`config.mk`:
```
export PLATFORM = sky130hd
export DESIGN_NAME = pwm_alt_timer
export DESIGN_NICKNAME = d
export VERILOG_FILES = /design/src/rtl/tmr_pkg.sv /design/src/rtl/tmr_prescale.sv /design/src/rtl/tmr_evt_sync.sv /design/src/rtl/tmr_alt_ctr.sv /design/src/rtl/tmr_down_ctr.sv /design/src/rtl/pwm_alt_timer.sv
export SDC_FILE = /design/constraint.sdc
export NUM_CORES = 1
export LEC_CHECK = 0
export ABC_AREA = 1
export BUFFER_PORTS_ARGS = -buffer_cell sky130_fd_sc_hd__clkbuf_2
export CAP_MARGIN = 30
export CORE_AREA = 2 2 75 113
export CTS_BUF_LIST = sky130_fd_sc_hd__clkbuf_8 sky130_fd_sc_hd__clkbuf_16
export DETAILED_ROUTE_END_ITERATION = 7
export DIE_AREA = 0 0 77 115
export SETUP_SLACK_MARGIN = 0.15
export SYNTH_ARGS = -nofsm -noshare
export SYNTH_HDL_FRONTEND = slang
export SYNTH_SLANG_ARGS = --single-unit
```
`constraint.sdc`:
```
create_clock -name clk -period 2.3 [get_ports clk]
set_clock_uncertainty 0.2 [all_clocks]
set_input_delay 0 -clock clk [delete_from_list [all_inputs] [get_ports clk]]
set_output_delay 0 -clock clk [all_outputs]
set_load 0.01 [all_outputs]
```
`src/rtl/tmr_pkg.sv`:
```
package tmr_pkg;
  localparam logic [2:0] SEL_STOP = 3'b000;
  localparam logic [2:0] SEL_PRE  = 3'b001;
  localparam logic [2:0] SEL_EVT  = 3'b010;

  // choose the count tick for a select code
  function automatic logic pick_tick(logic [2:0] sel, logic pre, logic evt);
    case (sel)
      SEL_PRE: return pre;
      SEL_EVT: return evt;
      default: return 1'b0;
    endcase
  endfunction

  // sticky flag: set has priority over clear
  function automatic logic next_flag(logic cur, logic set, logic clr);
    return set | (cur & ~clr);
  endfunction
endpackage

```
`src/rtl/tmr_prescale.sv`:
```
module tmr_prescale #(
  parameter int PW = 5
) (
  input  logic          clk,
  input  logic          rst_n,
  input  logic [PW-1:0] prescale,
  output logic          tick
);
  logic [PW-1:0] pcnt;

  assign tick = (pcnt == prescale);

  always_ff @(posedge clk or negedge rst_n) begin
    if (!rst_n)    pcnt <= '0;
    else if (tick) pcnt <= '0;
    else           pcnt <= pcnt + 1'b1;
  end
endmodule

```
`src/rtl/tmr_evt_sync.sv`:
```
module tmr_evt_sync #(
  parameter int STAGES = 2
) (
  input  logic clk,
  input  logic rst_n,
  input  logic pin,
  output logic tick
);
  localparam int DW = STAGES + 1;
  logic [DW-1:0] sh;

  assign tick = sh[STAGES-1] & ~sh[STAGES];

  always_ff @(posedge clk or negedge rst_n) begin
    if (!rst_n) sh <= '0;
    else        sh <= {sh[DW-2:0], pin};
  end
endmodule

```
`src/rtl/tmr_alt_ctr.sv`:
```
module tmr_alt_ctr #(
  parameter int W = 16
) (
  input  logic         clk,
  input  logic         rst_n,
  input  logic         stop,
  input  logic         tick,
  input  logic         out_en,
  input  logic         init_level,
  input  logic [W-1:0] rel_a,
  input  logic [W-1:0] rel_b,
  output logic         pwm,
  output logic         uf,
  output logic         set_a,
  output logic         set_b,
  output logic         src_b
);
  logic [W-1:0] cnt;

  assign uf    = tick & (cnt == '0);
  assign set_a = uf & ~src_b;
  assign set_b = uf & src_b;

  always_ff @(posedge clk or negedge rst_n) begin
    if (!rst_n) begin
      cnt   <= '0;
      src_b <= 1'b0;
      pwm   <= 1'b0;
    end else if (stop) begin
      cnt   <= '0;
      src_b <= 1'b0;
      pwm   <= init_level;
    end else if (uf) begin
      cnt   <= src_b ? rel_b : rel_a;
      src_b <= ~src_b;
      if (out_en) pwm <= ~pwm;
    end else if (tick) begin
      cnt <= cnt - 1'b1;
    end
  end
endmodule

```
`src/rtl/tmr_down_ctr.sv`:
```
module tmr_down_ctr #(
  parameter int W = 16
) (
  input  logic         clk,
  input  logic         rst_n,
  input  logic         stop,
  input  logic         tick,
  input  logic [W-1:0] rel,
  output logic         uf
);
  logic [W-1:0] cnt;

  assign uf = tick & (cnt == '0);

  always_ff @(posedge clk or negedge rst_n) begin
    if (!rst_n)    cnt <= '0;
    else if (stop) cnt <= '0;
    else if (uf)   cnt <= rel;
    else if (tick) cnt <= cnt - 1'b1;
  end
endmodule

```
`src/rtl/pwm_alt_timer.sv`:
```
module pwm_alt_timer #(
  parameter int W  = 16,
  parameter int PW = 5
) (
  input  logic          clk,
  input  logic          rst_n,
  input  logic [PW-1:0] prescale,
  input  logic [2:0]    sel_pri,
  input  logic [2:0]    sel_sec,
  input  logic          evt_pin,
  input  logic [W-1:0]  reload_a,
  input  logic [W-1:0]  reload_b,
  input  logic [W-1:0]  reload_sec,
  input  logic          out_en,
  input  logic          init_level,
  input  logic          clr_a,
  input  logic          clr_b,
  input  logic          clr_s,
  output logic          pwm_out,
  output logic          pend_a,
  output logic          pend_b,
  output logic          pend_s
);
  import tmr_pkg::*;
  localparam int NFLAG = 3;

  logic tick_pre, tick_evt, tick_pri, tick_sec;
  logic uf_pri, uf_sec, set_a, set_b, src_b;
  logic [NFLAG-1:0] f_set, f_clr, f_q;

  tmr_prescale #(.PW(PW)) u_pre (
    .clk(clk), .rst_n(rst_n), .prescale(prescale), .tick(tick_pre));

  tmr_evt_sync #(.STAGES(2)) u_evt (
    .clk(clk), .rst_n(rst_n), .pin(evt_pin), .tick(tick_evt));

  assign tick_pri = pick_tick(sel_pri, tick_pre, tick_evt);
  assign tick_sec = pick_tick(sel_sec, tick_pre, tick_evt);

  tmr_alt_ctr #(.W(W)) u_pri (
    .clk(clk), .rst_n(rst_n), .stop(sel_pri == SEL_STOP), .tick(tick_pri),
    .out_en(out_en), .init_level(init_level), .rel_a(reload_a),
    .rel_b(reload_b), .pwm(pwm_out), .uf(uf_pri), .set_a(set_a),
    .set_b(set_b), .src_b(src_b));

  tmr_down_ctr #(.W(W)) u_sec (
    .clk(clk), .rst_n(rst_n), .stop(sel_sec == SEL_STOP), .tick(tick_sec),
    .rel(reload_sec), .uf(uf_sec));

  assign f_set = {uf_sec, set_b, set_a};
  assign f_clr = {clr_s, clr_b, clr_a};

  for (genvar i = 0; i < NFLAG; i++) begin : g_flag
    logic q;
    always_ff @(posedge clk or negedge rst_n) begin
      if (!rst_n) q <= 1'b0;
      else        q <= next_flag(q, f_set[i], f_clr[i]);
    end
    assign f_q[i] = q;
  end

  assign pend_a = f_q[0];
  assign pend_b = f_q[1];
  assign pend_s = f_q[2];
endmodule

```
Word-level counts from Yosys, hierarchy flattened
Index checks and enable logic that the tools add are counted.
{"block": "classes", "n_addsub": 3, "eq_ne": 5, "muxes": 15, "n_bitwise": 17, "n_reduce_logical": 9}
{"op": "two-way mux 16 bit", "n": 7}
{"op": "logical NOT 16 bit", "n": 2}
{"op": "subtractor 16 x 1 -> 16 bit (second input constant)", "n": 2}
{"op": "bitwise AND 1 bit", "n": 8}
{"op": "== test 3 x 1 -> 1 bit (second input constant)", "n": 2}
{"op": "== test 3 x 2 -> 1 bit (second input constant)", "n": 2}
{"op": "logical NOT 3 bit", "n": 2}
{"op": "inverter 1 bit", "n": 6}
{"op": "nonzero test 3 bit", "n": 2}
{"op": "adder 5 x 1 -> 5 bit (second input constant)", "n": 1}
{"op": "== test 5 bit", "n": 1}
{"op": "two-way mux 1 bit", "n": 5}
{"op": "two-way mux 5 bit", "n": 1}
{"op": "one-hot mux 1 bit (2 select lines)", "n": 2}
{"op": "nonzero test 2 bit", "n": 2}
{"op": "OR 1 bit", "n": 3}
{"op": "AND reduction 2 bit", "n": 1}
{"block": "totals", "register_bits": 45, "inputBits": 67, "out_inout_bits": 4}

Logic depth before layout (Yosys ltp)
{"block": "depth", "depth_word": 6, "ltp_mapped": 11, "ltp_nobuf": 11}

Modules after synthesis
Synthesis repeated with hierarchy kept, for this count alone.
{"block": "unflattened", "hier_cells": 530, "hier_area_um2": 3539.6}
{"mod": "tmr_alt_ctr", "n_inst": 1, "cells_each": 247, "area_each_um2": 1570.3}
{"mod": "tmr_down_ctr", "n_inst": 1, "cells_each": 223, "area_each_um2": 1432.6}
{"mod": "tmr_prescale", "n_inst": 1, "cells_each": 33, "area_each_um2": 285.3}
{"mod": "pwm_alt_timer", "n_inst": 1, "cells_each": 22, "area_each_um2": 166.4}
{"mod": "tmr_evt_sync", "n_inst": 1, "cells_each": 5, "area_each_um2": 85.1}

Worst setup path after synthesis
Ideal clock, no wire load.
{"block": "synth_timing", "path_type": "register to register", "startpoint": "register u_sec.cnt[0]", "endpoint": "register u_sec.cnt[0]", "setup_time_ns": 0.122, "t_arrival_ns": 1.505, "required_ns": 1.978, "setup_slack_ns": 0.473, "stages_incl_launch_ff": 9, "n_path_buf": 1, "cell_sequence": "dfrtp_1 inv_1 ha_1 nand2_2 nor3_4 nand3_4 buf_6 o211ai_2 o21ai_2"}
{"block": "synth_via", "elab_chain_cells": 4}
{"item": "start, declared", "line": "tmr_down_ctr.sv:11", "rtl": "logic [W-1:0] cnt;"}
{"item": "start signal, assigned", "line": "tmr_down_ctr.sv:18", "rtl": "else if (uf) cnt <= rel;"}
{"item": "start signal, assigned", "line": "tmr_down_ctr.sv:19", "rtl": "else if (tick) cnt <= cnt - 1'b1;"}
{"item": "subtractor 16 x 1 -> 16 bit / logical NOT 16 bit (equally long branches)", "line": "tmr_down_ctr.sv:19, tmr_down_ctr.sv:13"}
{"item": "two-way mux 16 bit / bitwise AND 1 bit (equally long branches)", "line": "tmr_down_ctr.sv:19, tmr_down_ctr.sv:13"}
{"item": "two-way mux 16 bit", "line": "tmr_down_ctr.sv:18"}
{"item": "two-way mux 16 bit", "line": "tmr_down_ctr.sv:17", "rtl": "else if (stop) cnt <= '0;"}
Parallel ways exist; a longest one is shown, timed or not. The select of a mux whose other input is x is not followed.
A chain may end at the register's enable or synchronous reset.

Worst setup path in the final report
{"block": "layout_timing", "startpoint": "register u_pri.src_b", "endpoint": "register u_pri.cnt[10]"}
{"block": "layout_via", "elab_chain_cells": 3}
{"item": "start, declared", "line": "tmr_alt_ctr.sv:16", "rtl": "output logic src_b"}
{"item": "start signal, assigned", "line": "tmr_alt_ctr.sv:35", "rtl": "src_b <= ~src_b;"}
{"item": "two-way mux 16 bit", "line": "tmr_alt_ctr.sv:34", "rtl": "cnt <= src_b ? rel_b : rel_a;"}
{"item": "two-way mux 16 bit", "line": "tmr_alt_ctr.sv:33", "rtl": "end else if (uf) begin"}
{"item": "two-way mux 16 bit", "line": "tmr_alt_ctr.sv:29", "rtl": "end else if (stop) begin"}
{"item": "end signal, assigned", "line": "tmr_alt_ctr.sv:34"}
{"item": "end signal, assigned", "line": "tmr_alt_ctr.sv:38", "rtl": "cnt <= cnt - 1'b1;"}
{"item": "end, declared", "line": "tmr_alt_ctr.sv:18", "rtl": "logic [W-1:0] cnt;"}
No other way between the ends.

==> summary.md <==
| Metric | Value |
|---|---|
| Reg-to-reg endpoint | `u_pri.cnt[10]$_DFFE_PN0P_` |
| Antenna cell count | `0` |
| Antenna viol nets, final | `0` |
| Number of placed instances with taps included | `567` |
| Final Cell Area | `0.00427 mm²` |
| Number of flops mapped to enable cells by yosys | `0` |
| Type of the worst setup path | `reg2reg` |
| Buf/Inv on CP | `2` |
| Pin count of the biggest net entering global routing | `40` |
| Standard-cell rows | `40` |
| Part of the Yosys area used for sequential elements | `36.5%` |
| Num Clock Sinks | `45` |
| Clock root cell | `clkbuf_16` |
| Cell area after synthesis | `0.00308 mm²` |
| Synthesis-stage register bit count | `45` |
| Met3 Use GR | `2.35%` |
| Period utilization | `89.1%` |
| Transition time at the pin with the least slew margin | `0.497 ns` |
| Slowest cell on crit path | `dlygate4sd3_1` |
| Register-to-register path setup slack | `0.25 ns` |
| Total of buffers placed on input and output ports | `70` |
| Final-report hold violation count | `0` |
| Layout cell share with drive strength beyond 1 | `25.5%` |
| Final count of negative-setup-slack endpoints | `0` |
| Kind of path behind the tightest hold check | `in2reg` |
| Die width | `77 µm` |
| CP Capture Point | `u_pri.cnt[10]$_DFFE_PN0P_` |
| Met2 GRT Util | `36.5%` |
| Worst flop-to-flop path startpoint | `u_pri.src_b$_DFFE_PN0P_` |
| Number of cells produced by synthesis | `397` |
| Nature of the critical path endpoint | `register` |
| Final nets | `594` |
| Die Ht | `115 µm` |
| Largest buffer count on any clock path | `2` |
| Final standard cell count with taps included and fillers excluded | `630` |
| Synthesized-area fraction occupied by adder cells | `1.22%` |
| Main combinational cell family by area after synthesis | `simple AND/OR/NAND/NOR gates` |
| Largest vdd supply drop | `0.000857 V` |
| Highest attainable clock frequency | `488 MHz` |
| Overall via count from detail_route | `2,960` |
| First-pass detailed-route iteration total | `5` |
| Number of antenna violations at the first check in global routing | `0` |
| Syn Area/Cell | `7.76 µm²` |
| Count of cell instances traversed by the critical path | `5` |
| Area share of xor/xnor cells in the synthesized design | `8.24%` |
| Clock buffers created by TritonCTS | `5` |
| Average detailed-routed wire length per instance | `12.3 µm` |
| Clock Pin Slew Worst Setup and Hold Paths | `0.06 ns` |
| Slowest cell delay on critical path | `0.55 ns` |
| Cell area after placement | `0.00353 mm²` |
| Most used flip-flop cell after synthesis | `dfrtp_1` |
| Global placement routability congestion | `0.916` |
| Via count of the first global-routing pass | `3,039` |
| Number of remaining DRC errors | `0` |
| Unique cell type count in the Yosys netlist | `36` |
| Setup_tns | `0 ns` |
| Relative area change from synthesis to final layout | `38.6%` |
| Die Outline Area | `0.00886 mm²` |
| Max-Cap Viols | `0` |
| Total length of routed wires | `7.76 mm` |
| Tightest slew margin relative to the limit | `66.9%` |
| Busiest layer in global routing | `met2` |
| GR met1 Demand/Resource | `19.6%` |
| Count of pins over their slew limit | `0` |
| Global-route congestion overflow total | `0` |
| Net count after synthesis | `467` |
| Final worst hold slack | `0.00160 ns` |
| Asr flop ratio synth | `100%` |
| Crit start category | `register` |
| First-pass GRT wire length | `13.2 mm` |
| CP Data Required Time | `2.27 ns` |
| CTS tree | `built` |
| RSZ-0062 raised after global routing | `false` |
| Share of synthesized cell area in and, or, nand and nor gates | `28.8%` |
| Cell area power density | `1410 mW/mm²` |
| Ordered list of cells on the worst path | `buf_12 -> mux2_2 -> dlygate4sd3_1 -> o21ai_0 -> o21ai_1` |
| Family with the most delay on the worst path | `buffers and inverters` |
| Arrival time worst endpoint | `2.02 ns` |
| Deepest level of the CTS H-tree | `2` |
| Warnings, synthesis | `0` |
| Share of synthesized area spent on multiplexers | `5.81%` |
| Launch point of the worst path | `u_pri.src_b$_DFFE_PN0P_` |
| Starting Density | `39.0%` |
| Overall Global Routing Usage | `18.3%` |
| Result of the run | `finished, final reports clean` |
| Clk Latency, worst-skew pair | `0.28 ns` |
| Reg2reg path depth | `5` |
| # IOs | `71` |
| Number of design-rule violations left by the first detailed-router iteration | `113` |
| Via density per instance | `4.70` |
| Final critical path time including I/O delays and setup | `2.05 ns` |
| Largest fanout on the critical path | `14` |
| Detailed placer's ending HPWL | `5.77 mm` |
| Fraction of the mapped netlist area in compound gates | `11.6%` |
| Static Leak | `0.00222 µW` |
| Standard cell core area | `0.00791 mm²` |
cells by family (layout without fill, tap and decap cells):
kind of cell,count (synthesis),in the layout
AND/OR/NAND/NOR,191,191
adder cells (fa/ha/maj),3,3
buffers and inverters,54,182
flip-flops,45,45
XOR/XNOR,29,29
multiplexers,16,16
AO/OA/AOI/OAI,59,59
repair_timing:
item | in CTS | in global routing
setup endpoints to repair | 0 | 20
setup buffers | 0 | 4
gates resized for setup | 0 | 5
hold buffers | 51 | 0
endpoints found under the hold margin | 80 | 0
synth_stat cells, drive strengths merged (2+ instances only):
library cell | n | share of area [%]
nand3 | 22 | 4.5
o211ai | 7 | 2.5
dfrtp | 45 | 37
o21ai | 42 | 6.9
ha | 3 | 1.2
mux2 | 15 | 5.5
xnor2 | 6 | 1.7
a21oi | 2 | 0.32
xor2 | 23 | 6.5
nor3 | 8 | 1.7
o21a | 4 | 0.97
nor2 | 51 | 7.5
inv | 45 | 5.5
nand2 | 101 | 13
or2 | 2 | 0.41
nand4 | 5 | 1.5
o22ai | 4 | 0.81
buf | 8 | 2.2
worst reg2reg max path, delay by kind of cell (launching register included):
family / cells / cell delay, ns
flops: 1 / 0.44
compound gates: 2 / 0.25
mux: 1 / 0.33
buf+inv: 2 / 0.72
stage by stage:
step	total power, µW	worst slack, ns	util (%)
3_3_place_gp	4810	0.270	44.7
3_5_place_dp	4830	0.175	44.7
5_1_grt	6650	0.185	54.0
2_1_floorplan	4220	0.473	-
6_report	6020	0.250	54.0
4_1_cts	5790	0.171	53.3
cells in the final DEF (no fill, tap or decap), types with 3 or more instances in the layout:
master	synthesis	final
nand2_1	95	95
xor2_1	23	23
o21ai_0	21	21
buf_4	1	5
nand4_1	4	4
clkbuf_16	0	5
o211ai_2	5	5
nor3_1	7	7
nand3_2	3	3
inv_1	41	41
xnor2_1	6	6
mux2_2	15	15
dlygate4sd3_1	0	51
clkbuf_2	0	70
nand2_2	6	4
nand3_1	18	18
o21ai_1	20	20
inv_2	4	5
nor2_4	4	4
dfrtp_1	45	44
o22ai_1	4	4
o21a_1	4	4
nor2_1	43	43
nor2_2	4	4
worst min-delay path by stage:
| stage | startpoint | to | slack, ns | cells after the start |
|---|---|---|---|---|
| after global placement | rst_n | u_pri.cnt[3]$_DFFE_PN0P_ | -0.35 | 1 |
| final | reload_a[15] | u_pri.cnt[15]$_DFFE_PN0P_ | 0.002 | 6 |
| after global routing | reload_a[14] | u_pri.cnt[14]$_DFFE_PN0P_ | 0.04 | 6 |
| after floorplan | rst_n | pend_a$_DFF_PN0_ | -0.50 | 0 |
| after CTS | reload_a[6] | u_pri.cnt[6]$_DFFE_PN0P_ | 0.002 | 4 |
| after detailed placement | rst_n | u_pri.cnt[3]$_DFFE_PN0P_ | -0.35 | 1 |
where the power goes:
| group | internal (µW) | total [µW] | switching [µW] |
|---|---|---|---|
| clock network | 538 | 824 | 286 |
| logic | 1620 | 3760 | 2150 |
| registers | 1100 | 1440 | 341 |
| total | 3250 | 6020 | 2770 |
flip-flops by register name (all words and copies together), names as in the netlist:
| signal | cells |
|---|---|
| u_evt.sh | 3 |
| u_sec.cnt | 16 |
| u_pri.src_b | 1 |
| pend_a | 1 |
| u_pri.pwm | 1 |
| pend_b | 1 |
| pend_s | 1 |
| u_pri.cnt | 16 |
| u_pre.pcnt | 5 |
routing by layer:
metal  vias to the layer above  routed length [µm]
met5                         -                   0
met4                         0                 154
met3                        15                 212
met2                        63                4310
met1                      1342                3080
li1                       1540                   -
area by class of cell:
type                            instances  area (µm²)
Fill cell                             780        3640
Multi-Input combinational cell        298        1730
Sequential cell                        45        1130
Timing Repair Buffer                  128         938
Inverter                               46         174
Clock buffer                            6         139
Tap cell                              105         131
Clock inverter                          2        33.8
(Power assumes the default switching activity.)
